===== src/rtl/a429_rx_pkg.sv =====
package a429_rx_pkg;

    typedef enum logic [1:0] {
        ST_GAP   = 2'd0,
        ST_ARMED = 2'd1,
        ST_RECV  = 2'd2
    } rx_state_t;

    localparam int LVL_ONE  = 0;
    localparam int LVL_ZERO = 1;
    localparam int LVL_NULL = 2;
    localparam int NUM_LVL  = 3;

endpackage


===== src/rtl/a429_rx_tick.sv =====
module a429_rx_tick #(
    parameter int DIV = 8
) (
    input  logic clk,
    input  logic rst,
    input  logic low_speed,
    output logic tick
);
    localparam int CW = (DIV > 1) ? $clog2(DIV) : 1;
    localparam logic [CW-1:0] LAST = CW'(DIV - 1);

    logic [CW-1:0] cnt;

    always_ff @(posedge clk) begin
        if (rst)
            cnt <= '0;
        else if (cnt == LAST)
            cnt <= '0;
        else
            cnt <= cnt + 1'b1;
    end

    assign tick = low_speed ? (cnt == LAST) : 1'b1;

endmodule


===== src/rtl/a429_rx_sampler.sv =====
module a429_rx_sampler
    import a429_rx_pkg::*;
#(
    parameter int SR_LEN = 10,
    parameter int RUN    = 3
) (
    input  logic clk,
    input  logic rst,
    input  logic tick,
    input  logic lvl_one,
    input  logic lvl_zero,
    input  logic lvl_null,
    output logic step,
    output logic bit_evt,
    output logic bit_val,
    output logic gap_null,
    output logic bad_sample
);
    localparam int NPOS = SR_LEN - 2 * RUN + 1;

    logic [NUM_LVL-1:0][SR_LEN-1:0] sh;
    logic [NUM_LVL-1:0]             lvl_in;
    logic [NUM_LVL-1:0]             newest;
    logic [NPOS-1:0]                one_hit;
    logic [NPOS-1:0]                zero_hit;
    logic                           low_null;
    logic                           low_clear;
    logic                           cond;
    logic                           cond_prev;

    assign lvl_in = {lvl_null, lvl_zero, lvl_one};

    // newest sample enters at position 0, oldest sits at SR_LEN-1
    always_ff @(posedge clk) begin
        if (rst) begin
            sh <= '0;
        end else if (tick) begin
            for (int k = 0; k < NUM_LVL; k++)
                sh[k] <= {sh[k][SR_LEN-2:0], lvl_in[k]};
        end
    end

    // a run of RUN equal data samples anywhere in the upper part
    generate
        for (genvar p = 0; p < NPOS; p++) begin : g_hit
            assign one_hit[p]  = &sh[LVL_ONE][RUN+p +: RUN];
            assign zero_hit[p] = &sh[LVL_ZERO][RUN+p +: RUN];
        end
    endgenerate

    assign low_null  = &sh[LVL_NULL][RUN-1:0];
    assign low_clear = ~|sh[LVL_ONE][RUN-1:0] & ~|sh[LVL_ZERO][RUN-1:0];
    assign cond      = low_null & low_clear & ((|one_hit) | (|zero_hit));
    assign bit_val   = |one_hit;
    assign gap_null  = &sh[LVL_NULL];

    for (genvar k = 0; k < NUM_LVL; k++) begin : g_new
        assign newest[k] = sh[k][0];
    end
    assign bad_sample = !$onehot(newest);

    always_ff @(posedge clk) begin
        if (rst) begin
            step      <= 1'b0;
            cond_prev <= 1'b0;
        end else begin
            step <= tick;
            if (step)
                cond_prev <= cond;
        end
    end

    assign bit_evt = step & cond & ~cond_prev;

endmodule


===== src/rtl/a429_rx_ctrl.sv =====
module a429_rx_ctrl
    import a429_rx_pkg::*;
#(
    parameter int WORD_BITS    = 32,
    parameter int MIN_SPACE    = 8,
    parameter int MAX_SPACE    = 12,
    parameter int GAP_INTERVAL = 10,
    parameter int GAP_NEEDED   = 3
) (
    input  logic                 clk,
    input  logic                 rst,
    input  logic                 step,
    input  logic                 bit_evt,
    input  logic                 bit_val,
    input  logic                 gap_null,
    input  logic                 bad_sample,
    output rx_state_t            state,
    output logic [WORD_BITS-1:0] word_data,
    output logic                 word_valid,
    output logic                 word_error
);
    localparam int SPC_W = $clog2(MAX_SPACE + 2);
    localparam int NB_W  = $clog2(WORD_BITS + 1);
    localparam int TM_W  = (GAP_INTERVAL > 1) ? $clog2(GAP_INTERVAL) : 1;
    localparam int GC_W  = $clog2(GAP_NEEDED + 1);

    rx_state_t            state_d;
    logic [SPC_W-1:0]     spc;
    logic [SPC_W-1:0]     spc_n;
    logic [NB_W-1:0]      nbits;
    logic [TM_W-1:0]      gap_tmr;
    logic [GC_W-1:0]      gap_cnt;
    logic [WORD_BITS-2:0] acc;
    logic                 gap_tick;
    logic                 abort;
    logic                 done;

    assign spc_n    = spc + 1'b1;
    assign gap_tick = step && (state == ST_GAP) && (gap_tmr == TM_W'(GAP_INTERVAL - 1));

    // next state and word outcome
    always_comb begin
        state_d = state;
        abort   = 1'b0;
        done    = 1'b0;
        unique case (state)
            ST_GAP: begin
                if (gap_tick && gap_null && gap_cnt == GC_W'(GAP_NEEDED - 1))
                    state_d = ST_ARMED;
            end
            ST_ARMED: begin
                if (bit_evt)
                    state_d = ST_RECV;
            end
            ST_RECV: begin
                if (step) begin
                    if (bad_sample)
                        abort = 1'b1;
                    else if (bit_evt) begin
                        if (spc_n < SPC_W'(MIN_SPACE) || spc_n > SPC_W'(MAX_SPACE))
                            abort = 1'b1;
                        else if (nbits == NB_W'(WORD_BITS - 1))
                            done = 1'b1;
                    end else if (spc_n > SPC_W'(MAX_SPACE))
                        abort = 1'b1;
                end
                if (abort || done)
                    state_d = ST_GAP;
            end
            default: state_d = ST_GAP;
        endcase
    end

    // state register
    always_ff @(posedge clk) begin
        if (rst)
            state <= ST_GAP;
        else
            state <= state_d;
    end

    // counters, assembly and output strobes
    always_ff @(posedge clk) begin
        if (rst) begin
            spc        <= '0;
            nbits      <= '0;
            gap_tmr    <= '0;
            gap_cnt    <= '0;
            acc        <= '0;
            word_data  <= '0;
            word_valid <= 1'b0;
            word_error <= 1'b0;
        end else begin
            word_valid <= done;
            word_error <= abort;
            if (done)
                word_data <= {bit_val, acc};
            unique case (state)
                ST_GAP: begin
                    if (step) begin
                        if (gap_tick) begin
                            gap_tmr <= '0;
                            gap_cnt <= gap_null ? gap_cnt + 1'b1 : '0;
                        end else begin
                            gap_tmr <= gap_tmr + 1'b1;
                        end
                    end
                end
                ST_ARMED: begin
                    if (bit_evt) begin
                        acc   <= {bit_val, acc[WORD_BITS-2:1]};
                        nbits <= NB_W'(1);
                        spc   <= '0;
                    end
                end
                ST_RECV: begin
                    if (bit_evt && !abort) begin
                        acc   <= {bit_val, acc[WORD_BITS-2:1]};
                        nbits <= nbits + 1'b1;
                        spc   <= '0;
                    end else if (step) begin
                        spc <= spc_n;
                    end
                end
                default: ;
            endcase
            if (state_d == ST_GAP && state != ST_GAP) begin
                gap_tmr <= '0;
                gap_cnt <= '0;
            end
        end
    end

endmodule


===== src/rtl/a429_word_rx.sv =====
module a429_word_rx
    import a429_rx_pkg::*;
#(
    parameter int WORD_BITS    = 32,
    parameter int SR_LEN       = 10,
    parameter int RUN          = 3,
    parameter int MIN_SPACE    = 8,
    parameter int MAX_SPACE    = 12,
    parameter int GAP_INTERVAL = 10,
    parameter int GAP_NEEDED   = 3,
    parameter int LS_DIV       = 8
) (
    input  logic                 clk,
    input  logic                 rst,
    input  logic                 low_speed,
    input  logic                 lvl_one,
    input  logic                 lvl_zero,
    input  logic                 lvl_null,
    output logic [WORD_BITS-1:0] word_data,
    output logic                 word_valid,
    output logic                 word_error
);
    logic      tick;
    logic      step;
    logic      bit_evt;
    logic      bit_val;
    logic      gap_null;
    logic      bad_sample;
    rx_state_t state;

    a429_rx_tick #(.DIV(LS_DIV)) u_tick (
        .clk       (clk),
        .rst       (rst),
        .low_speed (low_speed),
        .tick      (tick)
    );

    a429_rx_sampler #(.SR_LEN(SR_LEN), .RUN(RUN)) u_sampler (
        .clk        (clk),
        .rst        (rst),
        .tick       (tick),
        .lvl_one    (lvl_one),
        .lvl_zero   (lvl_zero),
        .lvl_null   (lvl_null),
        .step       (step),
        .bit_evt    (bit_evt),
        .bit_val    (bit_val),
        .gap_null   (gap_null),
        .bad_sample (bad_sample)
    );

    a429_rx_ctrl #(
        .WORD_BITS    (WORD_BITS),
        .MIN_SPACE    (MIN_SPACE),
        .MAX_SPACE    (MAX_SPACE),
        .GAP_INTERVAL (GAP_INTERVAL),
        .GAP_NEEDED   (GAP_NEEDED)
    ) u_ctrl (
        .clk        (clk),
        .rst        (rst),
        .step       (step),
        .bit_evt    (bit_evt),
        .bit_val    (bit_val),
        .gap_null   (gap_null),
        .bad_sample (bad_sample),
        .state      (state),
        .word_data  (word_data),
        .word_valid (word_valid),
        .word_error (word_error)
    );

endmodule


===== config.mk =====
export PLATFORM = sky130hd
export DESIGN_NAME = a429_word_rx
export DESIGN_NICKNAME = d
export VERILOG_FILES = /design/src/rtl/a429_rx_pkg.sv /design/src/rtl/a429_rx_tick.sv /design/src/rtl/a429_rx_sampler.sv /design/src/rtl/a429_rx_ctrl.sv /design/src/rtl/a429_word_rx.sv
export SDC_FILE = /design/constraint.sdc
export NUM_CORES = 1
export LEC_CHECK = 0
export BUFFER_PORTS_ARGS = -buffer_cell sky130_fd_sc_hd__buf_2
export CORE_AREA = 2 2 95 97
export CTS_CLUSTER_DIAMETER = 60
export DETAILED_ROUTE_END_ITERATION = 7
export DIE_AREA = 0 0 97 99
export GPL_TIMING_DRIVEN = 0
export HOLD_SLACK_MARGIN = 0.05
export MAX_ROUTING_LAYER = met4
export PLACE_DENSITY = 0.87
export SETUP_SLACK_MARGIN = 0.4
export SLEW_MARGIN = 20
export SYNTH_ARGS = -nofsm -noshare
export SYNTH_HDL_FRONTEND = slang
export SYNTH_SLANG_ARGS = --single-unit

===== constraint.sdc =====
create_clock -name clk -period 4.9 [get_ports clk]
set_input_delay 0.49 -clock clk [delete_from_list [all_inputs] [get_ports clk]]
set_output_delay 0.49 -clock clk [all_outputs]
set_load 0.01 [all_outputs]

==> PnR_summary.wiki <==
{| class="wikitable"
! Metric !! Value
|-
| Result of the run || complete, no violations
|-
| PnR Total Power || between 2 and 2.5 mW
|-
| CTS hold repair buffers || 0
|-
| Number of antenna-violating nets in the routed design || 0
|-
| Clock group share of total power || 0.528
|-
| Final-report max-slew violation count || 0
|-
| Worst setup SP type || flop
|-
| Largest vdd supply drop || 0.000198 V
|-
| DR WL/cell || roughly 16 µm
|-
| Multi-input combinational cell area || roughly 2400 µm²
|-
| Tightest Pin Transition || roughly 780 ps
|-
| Post-synthesis to final-layout area growth || 17.8%
|-
| Area taken by flip-flops and latches || roughly 2400 µm²
|-
| Most frequent cell on the critical path || a221oi_1
|-
| Pwr Density || roughly 370 nW/µm²
|-
| Most frequent cell after synthesis || nand2_1
|-
| Final hold vios || 0
|-
| Setup Total Neg Slack || 0 ps
|-
| Final weighted congestion in routability-driven placement || 0.870
|-
| Clk slew on worst S/H paths || ~60 ps
|-
| Worst Path Required || 5260 ps
|-
| Post-synthesis cell area || 4970 µm²
|-
| Latest clock arrival within the worst-skew pair || approximately 520 ps
|-
| Critical path, cell by cell || inv_1, fa_1, nor4bb_1, nand4_1, a221oi_1, nor4_1, a211oi_2, a221oi_1
|-
| Largest net degree at the start of global routing || 17
|-
| Detailed-route vias per instance || between 5 and 6
|-
| Distinct cell type count after synthesis || 50
|-
| Post-route clock skew || 7.99 ps
|-
| Sequential area share after synthesis || 0.475
|-
| Number of buffers inserted to repair setup after CTS || 0
|-
| Critical Path Max Stage Delay || around 530 ps
|-
| Remaining design rule violation count || 0
|-
| Number of detailed-route iterations in the first pass || 5
|-
| Path type of the worst min-delay path || in2reg
|-
| Top-area cell type share of the netlist area || 0.475
|-
| Clock sink total || 118
|-
| Count of flip-flops with a built-in enable after synthesis || 0
|-
| Worst Path Buf+Inv || 1
|-
| Multiplexer share of the synthesized area || 0.0745
|-
| Proportion of layout cells with a drive suffix above 1 || 0.168
|-
| Register bit count reported by yosys || between 100 and 150
|-
| Fin Hold WS || approximately 220 ps
|-
| Number of global-route vias before repair || roughly 4200
|-
| Wire length of the first global-routing pass || ~19000 µm
|-
| Count of endpoints failing setup in the final report || 0
|-
| Maximum clock frequency || about 0.34 GHz
|-
| Simple logic cell fraction of the synthesized area || 0.223
|-
| Row Count || 34
|-
| Portion of total power attributed to combinational logic || 0.027
|-
| Synthesized netlist cell count || 577
|-
| Arr. time, crit path || roughly 3300 ps
|-
| Crit path time final || 2940 ps
|-
| Total of cells resized after clock tree synthesis || 0
|-
| Synth Area per Inst || 8.62 µm²
|-
| Final non-filler cell total || roughly 760
|-
| Post-Synth XOR/XNOR Area || 0.00352
|-
| Net count reported at finish || approximately 650
|-
| Largest cells by area after synthesis || dfxtp_1 48%, nand2_1 12%, mux2i_1 7.4%
|-
| Syn nets || between 500 and 600
|-
| Unrepaired setup endpoints after global routing || false
|-
| Number of maximum-capacitance violations || 0
|-
| Global route overflow || 0
|-
| Total internal power || 1.66 mW
|-
| Initial antenna violation count || 0
|-
| Final core utilization || 0.685
|-
| Die height || a little under 100 µm
|-
| Fraction of synthesis flops using an asynchronous set or reset pin || 0
|-
| Maximum net fanout on the critical path || 6
|-
| Remaining max-slew budget at the tightest pin || 0.475
|-
| Die area || about 9600 µm²
|-
| Starting Density || 0.582
|-
| Period utilization || 0.600
|-
| Number of placed cells counting well taps || 723
|-
| Largest family of logic cells by synthesized area || simple AND/OR/NAND/NOR gates
|-
| Dominant cell type by area after synthesis || dfxtp_1
|-
| Fill cell total of the finished layout || slightly above 600
|-
| Largest delay share family, worst path || compound AO/OA/AOI/OAI gates
|-
| Total Routed Length || about 12000 µm
|-
| Kind of capture point of the worst setup path || flop
|-
| Share of total power in sequential cells || 0.445
|-
| Number of I/O port buffers || 38
|-
| Via count of the routed design || roughly 4400
|-
| Most instantiated cells after synthesis || 165 x nand2_1, 118 x dfxtp_1, 64 x a21oi_1
|-
| Tot GR Track Use || 0.255
|-
| TritonCTS clock tree || done
|-
| Switching power as a share of total power || 0.239
|-
| CP Class || reg2reg
|-
| Number of placed I/O pins || 40
|-
| Area of the core || 8550 µm²
|-
| Switching pwr || about 520 µW
|-
| Primary flip-flop cell chosen by synthesis mapping || dfxtp_1
|-
| Number of buffers on the longest clock path || 2
|-
| Number of warnings printed during yosys synthesis || 0
|-
| HPWL Detailed || just under 8000 µm
|-
| H-tree levels || 4
|-
| Total inserted antenna cells || 0
|-
| Number of CTS-inserted buffers || 17
|-
| DRC violation total after the first TritonRoute iteration || slightly above 300
|-
| Compound-Gate Fraction of Synth Area || 0.143
|-
| Arithmetic-cell share of the synthesized area counting full adders, half adders and majority gates || 0.0317
|-
| DIE WIDTH || 97 µm
|-
| Static leakage || roughly 2.3 nW
|-
| Root buf cell || clkbuf_8
|-
| CP max stage cell || fa_1
|}
[layer usage]
layer / GRT usage / routed length [µm] / up-vias
met5: - / 0 / -
met2: 0.418 / 5860 / 158
met3: 0.0596 / 634 / 26
li1: - / - / 2099
met4: 0.118 / 293 / 0
met1: 0.298 / 4950 / 2078
[worst reg2reg max path, delay by kind of cell, from the launching register on]
family | cells | cell delay, ps
AOI/OAI and AO/OA | 3 | 1100
adders and majority gates | 1 | 530
buffers and inverters | 1 | 80
DFF | 1 | 380
and+or+nand+nor | 3 | 690
[per-stage QoR]
stage | setup WS (ps) | instance area (µm²)
after floorplan | 2480 | 4970
after global placement | 2190 | 5300
after detailed placement | 2120 | 5300
after CTS | 2010 | 5860
after global routing | 1830 | 5860
final | 1960 | 5860
[flip-flops by register name, summed over array words and instances, names as in the netlist, 2 cells and up]
name	cells
u_ctrl.word_data	32
u_ctrl.acc	31
u_sampler.sh	27
u_ctrl.nbits	6
u_ctrl.gap_tmr	4
u_ctrl.spc	4
u_sampler.newest	3
u_tick.cnt	3
u_ctrl.gap_cnt	2
u_ctrl.state	2
[cell families after synthesis]
family / count (synthesis)
flip-flops: 118
AO/OA/AOI/OAI: 114
AND/OR/NAND/NOR: 245
XOR/XNOR: 2
buffers and inverters: 49
adder cells (fa/ha/maj): 12
multiplexers: 37
[final timing paths]
path                       start                   to  slack (ps)  depth (start not counted)
max          u_sampler.newest[0]    u_ctrl.gap_cnt[0]        1960                          8
min                     lvl_zero  u_sampler.newest[1]         220                          3
max reg2reg  u_sampler.newest[0]    u_ctrl.gap_cnt[0]        1960                          8
min reg2reg  u_ctrl.word_data[5]  u_ctrl.word_data[5]         450                          2
[layout by cell type, fill, tap and decap left out, types with 6 or more instances in the layout]
cell type and count:
nand2b_1 6, inv_1 15, clkbuf_16 16, nand2_2 10
buf_6 6, nand4_1 7, nor2_1 9, nand3_1 14
clkbuf_1 22, a21oi_1 64, dfxtp_1 118, buf_2 40
a21oi_2 12, mux2i_1 37, nand2_1 165, nor3_1 7
a211oi_1 10, ha_1 11
[power groups by stage]
stage / clock (mW) / sequential, mW / combinational (mW)
floorplan: 0 / 0.990 / 0.0402
global placement: 0 / 0.991 / 0.0540
detailed placement: 0 / 0.992 / 0.0574
CTS: 1.16 / 0.971 / 0.0580
global route: 1.21 / 0.971 / 0.0650
finish: 1.15 / 0.971 / 0.0593
[final cells by class]
cell class / instances / share of cell area
inverters: 16 / 0.0103
clock inverters: 15 / 0.0250
multi-input cells: 410 / 0.404
flip-flops and latches: 118 / 0.403
clock buffers: 17 / 0.0707
repair buffers: 38 / 0.0325
well taps: 108 / 0.0231
plain buffers: 33 / 0.0312
No activity file was read; power rests on OpenSTA's default activity.
